`src/rtl/albank_pkg.sv`:
```
package albank_pkg;

    localparam int BANK_W  = 8;
    localparam int BANK_SW = $clog2(BANK_W);

    // encoding is {clear_n, en_n}
    typedef enum logic [1:0] {
        MODE_DEMUX = 2'b00,
        MODE_CLEAR = 2'b01,
        MODE_WRITE = 2'b10,
        MODE_HOLD  = 2'b11
    } mode_t;

endpackage

```
`src/rtl/albank_mode_dec.sv`:
```
module albank_mode_dec
    import albank_pkg::*;
(
    input  logic  clear_n,
    input  logic  en_n,
    output mode_t mode
);

    always_comb begin
        unique case ({clear_n, en_n})
            2'b00:   mode = MODE_DEMUX;
            2'b01:   mode = MODE_CLEAR;
            2'b10:   mode = MODE_WRITE;
            default: mode = MODE_HOLD;
        endcase
    end

endmodule

```
`src/rtl/albank_cell8.sv`:
```
module albank_cell8
    import albank_pkg::*;
#(
    parameter int W  = BANK_W,
    localparam int SW = $clog2(W)
) (
    input  logic          clk,
    input  logic          clear_n,
    input  logic          en_n,
    input  logic [SW-1:0] sel,
    input  logic          din,
    output logic [W-1:0]  q
);

    mode_t          mode;
    logic [W-1:0]   store;
    logic [W-1:0]   route;

    albank_mode_dec u_dec (
        .clear_n (clear_n),
        .en_n    (en_n),
        .mode    (mode)
    );

    assign route = {{(W-1){1'b0}}, din} << sel;

    // state register: the stored word
    always_ff @(posedge clk or negedge clear_n) begin
        if (!clear_n) begin
            store <= '0;
        end else begin
            unique case (mode)
                MODE_WRITE: store[sel] <= din;
                MODE_HOLD,
                MODE_DEMUX,
                MODE_CLEAR: store <= store;
                default:    store <= store;
            endcase
        end
    end

    // output process
    always_comb begin
        unique case (mode)
            MODE_WRITE,
            MODE_HOLD:  q = store;
            MODE_DEMUX: q = route;
            MODE_CLEAR: q = '0;
            default:    q = store;
        endcase
    end

    AST_WRITE_LANDS: assert property (@(posedge clk) disable iff (!clear_n)
        ($past(mode) == MODE_WRITE) |-> (store[$past(sel)] == $past(din))) else $error("write lost");

    AST_WRITE_LOCAL: assert property (@(posedge clk) disable iff (!clear_n)
        ($past(mode) == MODE_WRITE) |-> (((store ^ $past(store)) & ~({{(W-1){1'b0}}, 1'b1} << $past(sel))) == '0)) else $error("stray bit");

    AST_HOLD_KEEPS: assert property (@(posedge clk) disable iff (!clear_n)
        ($past(mode) == MODE_HOLD && $past(clear_n)) |-> $stable(store)) else $error("hold changed");

endmodule

```
`src/rtl/albank_bank_sel.sv`:
```
module albank_bank_sel #(
    parameter int NB = 2,
    localparam int UW = (NB > 1) ? $clog2(NB) : 1
) (
    input  logic          en_n,
    input  logic [UW-1:0] upper,
    output logic [NB-1:0] bank_en_n
);

    generate
        if (NB == 1) begin : g_single
            logic unused_upper;
            assign unused_upper = ^upper;
            assign bank_en_n[0] = en_n;
        end else begin : g_multi
            for (genvar b = 0; b < NB; b++) begin : g_bank
                assign bank_en_n[b] = en_n | (upper != UW'(b));
            end
        end
    endgenerate

endmodule

```
`src/rtl/addr_latch_array.sv`:
```
module addr_latch_array
    import albank_pkg::*;
#(
    parameter int N = 16,
    localparam int SW = $clog2(N),
    localparam int NB = N / BANK_W,
    localparam int UW = (NB > 1) ? $clog2(NB) : 1
) (
    input  logic          clk,
    input  logic          clear_n,
    input  logic          en_n,
    input  logic [SW-1:0] sel,
    input  logic          din,
    output logic [N-1:0]  q
);

    logic [NB-1:0] bank_en_n;
    logic [UW-1:0] upper;

    generate
        if (NB > 1) begin : g_up
            assign upper = sel[SW-1:BANK_SW];
        end else begin : g_noup
            assign upper = '0;
        end
    endgenerate

    albank_bank_sel #(.NB(NB)) u_bsel (
        .en_n      (en_n),
        .upper     (upper),
        .bank_en_n (bank_en_n)
    );

    generate
        for (genvar b = 0; b < NB; b++) begin : g_cell
            albank_cell8 #(.W(BANK_W)) u_cell (
                .clk     (clk),
                .clear_n (clear_n),
                .en_n    (bank_en_n[b]),
                .sel     (sel[BANK_SW-1:0]),
                .din     (din),
                .q       (q[b*BANK_W +: BANK_W])
            );
        end
    endgenerate

    AST_ONE_BANK: assert property (@(posedge clk) disable iff (!clear_n)
        $onehot0(~bank_en_n)) else $error("several banks strobed");

    AST_IDLE_NO_BANK: assert property (@(posedge clk) disable iff (!clear_n)
        en_n |-> (&bank_en_n)) else $error("bank strobed while idle");

    always @(negedge clk) begin
        if (clear_n === 1'b0 && en_n === 1'b1) begin
            AST_CLEAR_ZEROES: assert (q == '0) else $error("clear output");
        end
        if (clear_n === 1'b0 && en_n === 1'b0) begin
            AST_DEMUX_ROUTE: assert (q == ({{(N-1){1'b0}}, din} << sel)) else $error("demux output");
        end
    end

endmodule

```
`config.mk`:
```
export PLATFORM = sky130hd
export DESIGN_NAME = addr_latch_array
export DESIGN_NICKNAME = d
export VERILOG_FILES = /design/src/rtl/albank_pkg.sv /design/src/rtl/albank_mode_dec.sv /design/src/rtl/albank_cell8.sv /design/src/rtl/albank_bank_sel.sv /design/src/rtl/addr_latch_array.sv
export SDC_FILE = /design/constraint.sdc
export NUM_CORES = 1
export LEC_CHECK = 0
export ABC_AREA = 1
export BUFFER_PORTS_ARGS = -buffer_cell sky130_fd_sc_hd__buf_2
export CAP_MARGIN = 20
export CORE_UTILIZATION = 45
export CTS_BUF_LIST = sky130_fd_sc_hd__clkbuf_4
export DETAILED_ROUTE_END_ITERATION = 10
export PLACE_DENSITY = 0.75
export SLEW_MARGIN = 20
export SYNTH_ARGS = -nofsm -noshare
export SYNTH_HDL_FRONTEND = slang
export SYNTH_SLANG_ARGS = --single-unit
```
`constraint.sdc`:
```
create_clock -name clk -period 1.4 [get_ports clk]
set_clock_uncertainty 0.15 [all_clocks]
set_input_delay 0.14 -clock clk [delete_from_list [all_inputs] [get_ports clk]]
set_output_delay 0.14 -clock clk [all_outputs]
set_load 0.1 [all_outputs]
```
==> results.toml <==
[outcome]
outcome = "complete, no violations"

[synth]
synth_xor_area_frac = 0
yosys.area_share.simple = 0.438
synth_seq_cells = 16
synth_fa_ha_area_frac = 0
yosysTopAreaCell = "dfrtp_1"
postSynthAreaPerCell_um2 = 6.61
yosysUniqueCellTypes = 18
yosys_warnings = 0
synthCells = 160
synth_compound_area_frac = 0.0852
synthesis.area_um2 = 1060
synth_top_family_by_area = "simple AND/OR/NAND/NOR gates"
muxShareOfSynthArea = 0
synth_nets = 168
yosysSeqAreaShare = 0.379
synth_top_area_share = 0.379
yosys-top-cells-area = "dfrtp_1, nand2_1, o21ai_0"

[worst_hold_path]
whs_endpoint = "g_cell[1].u_cell.store[7]"
holdCritStartpoint = "sel[3]"
hold_depth = 4
hp-class = "input pin to flip-flop"

[detailed_routing]
post_drt_wl_per_cell_um = 14.4
drt_pass1_iterations = 5
wl_um = 3180
drc = 0
drtIter0Drc = 32
vias = 1189
postRouteAntennaNets = 0
via_per_inst = 5.38

[sta]
finalSetupViolCount = 0
slew-limit-headroom = 0.733
worstMarginPinSlew_ns = 0.400
hold_viol = 0
setup_slack_ns = 0.0178
whs_ns = 0.0983
tns_ns = 0
drv_slew = 0
post-route-min-period_ns = 1.38
min_period_over_period = 0.987
fmax_mhz = 723

[floorplan]
start_util = 0.478
rows = 17
ios = 24
die_area_um2 = 2550
die_w_um = 50.5
die_h_um = 50.5
coreArea_um2 = 2210

[layout]
final_core_util = 0.793
regMostFlops = "g_cell.u_cell.store"
num_antenna_cells = 0
largestRegisters = "g_cell.u_cell.store: 16 flops"
fillerInstances = 157
layout.cells.non_filler = 221
largest_register_ffs = 16
final_area_um2 = 1750
fin_nets = 202
area_growth_pct = 65.9
drive_gt1_frac = 0.389

[clock_network]
clkTransAtPathRegs_ns = 0.09
cts_buffers = 3
htreeDepth = 1
clockRootBuffer = "clkbuf_4"
clkLatencyLatePin_ns = 0.30
clock_path_buffers = 2
tritoncts = "built"
cts.sinks = 16

[global_routing]
grt_pass1_vias = 1172
grt_first_pass_wirelength_um = 5110
grt_max_degree = 16
grt_usage = 0.273
antenna_found_initial = 0
overflow = 0

[power_and_ir_drop]
p_per_area_nw_per_um2 = 1050
p_leak_nw = 0.798
power.total_mw = 1.84
ir_worst_vdd_mv = 0.850

[worst_setup_path]
cp-end-kind = "primary output"
worstPathMaxFanout = 6
ff2ff_setup_slack_ns = 0.59
start_kind = "input pin"
critPathKind = "input pin to primary output"
cp.arrival_ns = 1.09
timing.rr.end = "g_cell[1].u_cell.store[1]"
reg2reg_depth = 2
reg2reg_from = "g_cell[1].u_cell.store[1]"
cp.required_ns = 1.11

[job]
drv_cap = 0

[place]
port_buffers = 23
post-place-ws_ns = 0.00543
hpwlAfterDp_um = 2220
post-place-cells = 214
gp_congestion = 0.795
placed_area_um2 = 1670
## how the worst max path moves through the flow
| stage | startpoint | cells past startpoint | slack [ns] | to |
|---|---|---|---|---|
| 5_1_grt | sel[1] | 7 | -0.04 | q[1] |
| 3_5_place_dp | sel[2] | 7 | 0.005 | q[11] |
| 2_1_floorplan | clear_n | 4 | -0.03 | q[0] |
| 3_3_place_gp | sel[2] | 7 | 0.03 | q[3] |
| 6_report | sel[1] | 7 | 0.02 | q[9] |
| 4_1_cts | sel[2] | 7 | 0.009 | q[9] |
## final cells by class
class	instances	area, um2	area share
clock buffer	3	22.5	0.0128
clock inverter	1	3.75	0.00214
inverter	15	68.8	0.0392
multi-input combinational	124	778	0.444
sequential	16	400	0.228
tap	28	35.0	0.0200
timing repair buffer	34	445	0.254
## placed cells by master (no fill, tap or decap)
master	n
buf_12	16
nand4_1	3
nand2_1	78
inv_1	5
o21ai_4	16
clkinv_1	1
nand3_1	2
o21ai_0	2
buf_2	6
dfrtp_1	16
nand3_2	1
inv_6	1
clkbuf_4	4
inv_8	1
nand3_4	2
nor2_8	1
nor2_4	4
nand2_4	1
dlygate4sd3_1	2
nand2_2	5
buf_4	9
nor2_1	9
inv_2	8
## where the power goes
| group | leakage (nW) | switching [mW] | internal [mW] |
|---|---|---|---|
| clock network | 0.0154 | 0.160 | 0.104 |
| logic | 0.575 | 0.650 | 0.330 |
| registers | 0.208 | 0.0479 | 0.547 |
## layer usage
layer | vias to the layer above | global-route usage | wire, um
li1 | 559 | - | -
met4 | 0 | 0.116 | 87
met1 | 566 | 0.304 | 1190
met2 | 53 | 0.513 | 1710
met5 | - | 0 | 0
met3 | 11 | 0.0364 | 187
## critical path, cell delays in order
cell	delay, ns
buf_2	0.14
inv_1	0.11
nand2_1	0.12
nor2_4	0.14
inv_2	0.08
o21ai_4	0.17
buf_12	0.19
## cell usage after synthesis
master	number
nand2_2	2
inv_2	5
nor2_8	1
dfrtp_1	16
clkbuf_1	1
buf_4	1
o21ai_0	12
nand2_1	82
nand3_2	3
nand4_1	3
o21ai_1	6
nor2_4	1
nor2_2	3
nor2_1	9
inv_4	1
inv_1	9
buf_6	3
nand3_1	2
## cells by family (layout without fill, tap and decap cells)
logic type / after synthesis / count (layout)
buffers and inverters: 20 / 53
AO/OA/AOI/OAI: 18 / 18
AND/OR/NAND/NOR: 106 / 106
flip-flops: 16 / 16
## what timing repair did
item | in CTS | in global routing
endpoints found under the setup margin | 1 | 11
buffers inserted | 0 | 1
gates resized for setup | 1 | 8
hold buffers | 2 | 0
hold endpoints to repair | 16 | 0
pin swaps | 1 | 4
(Power assumes the default switching activity.)
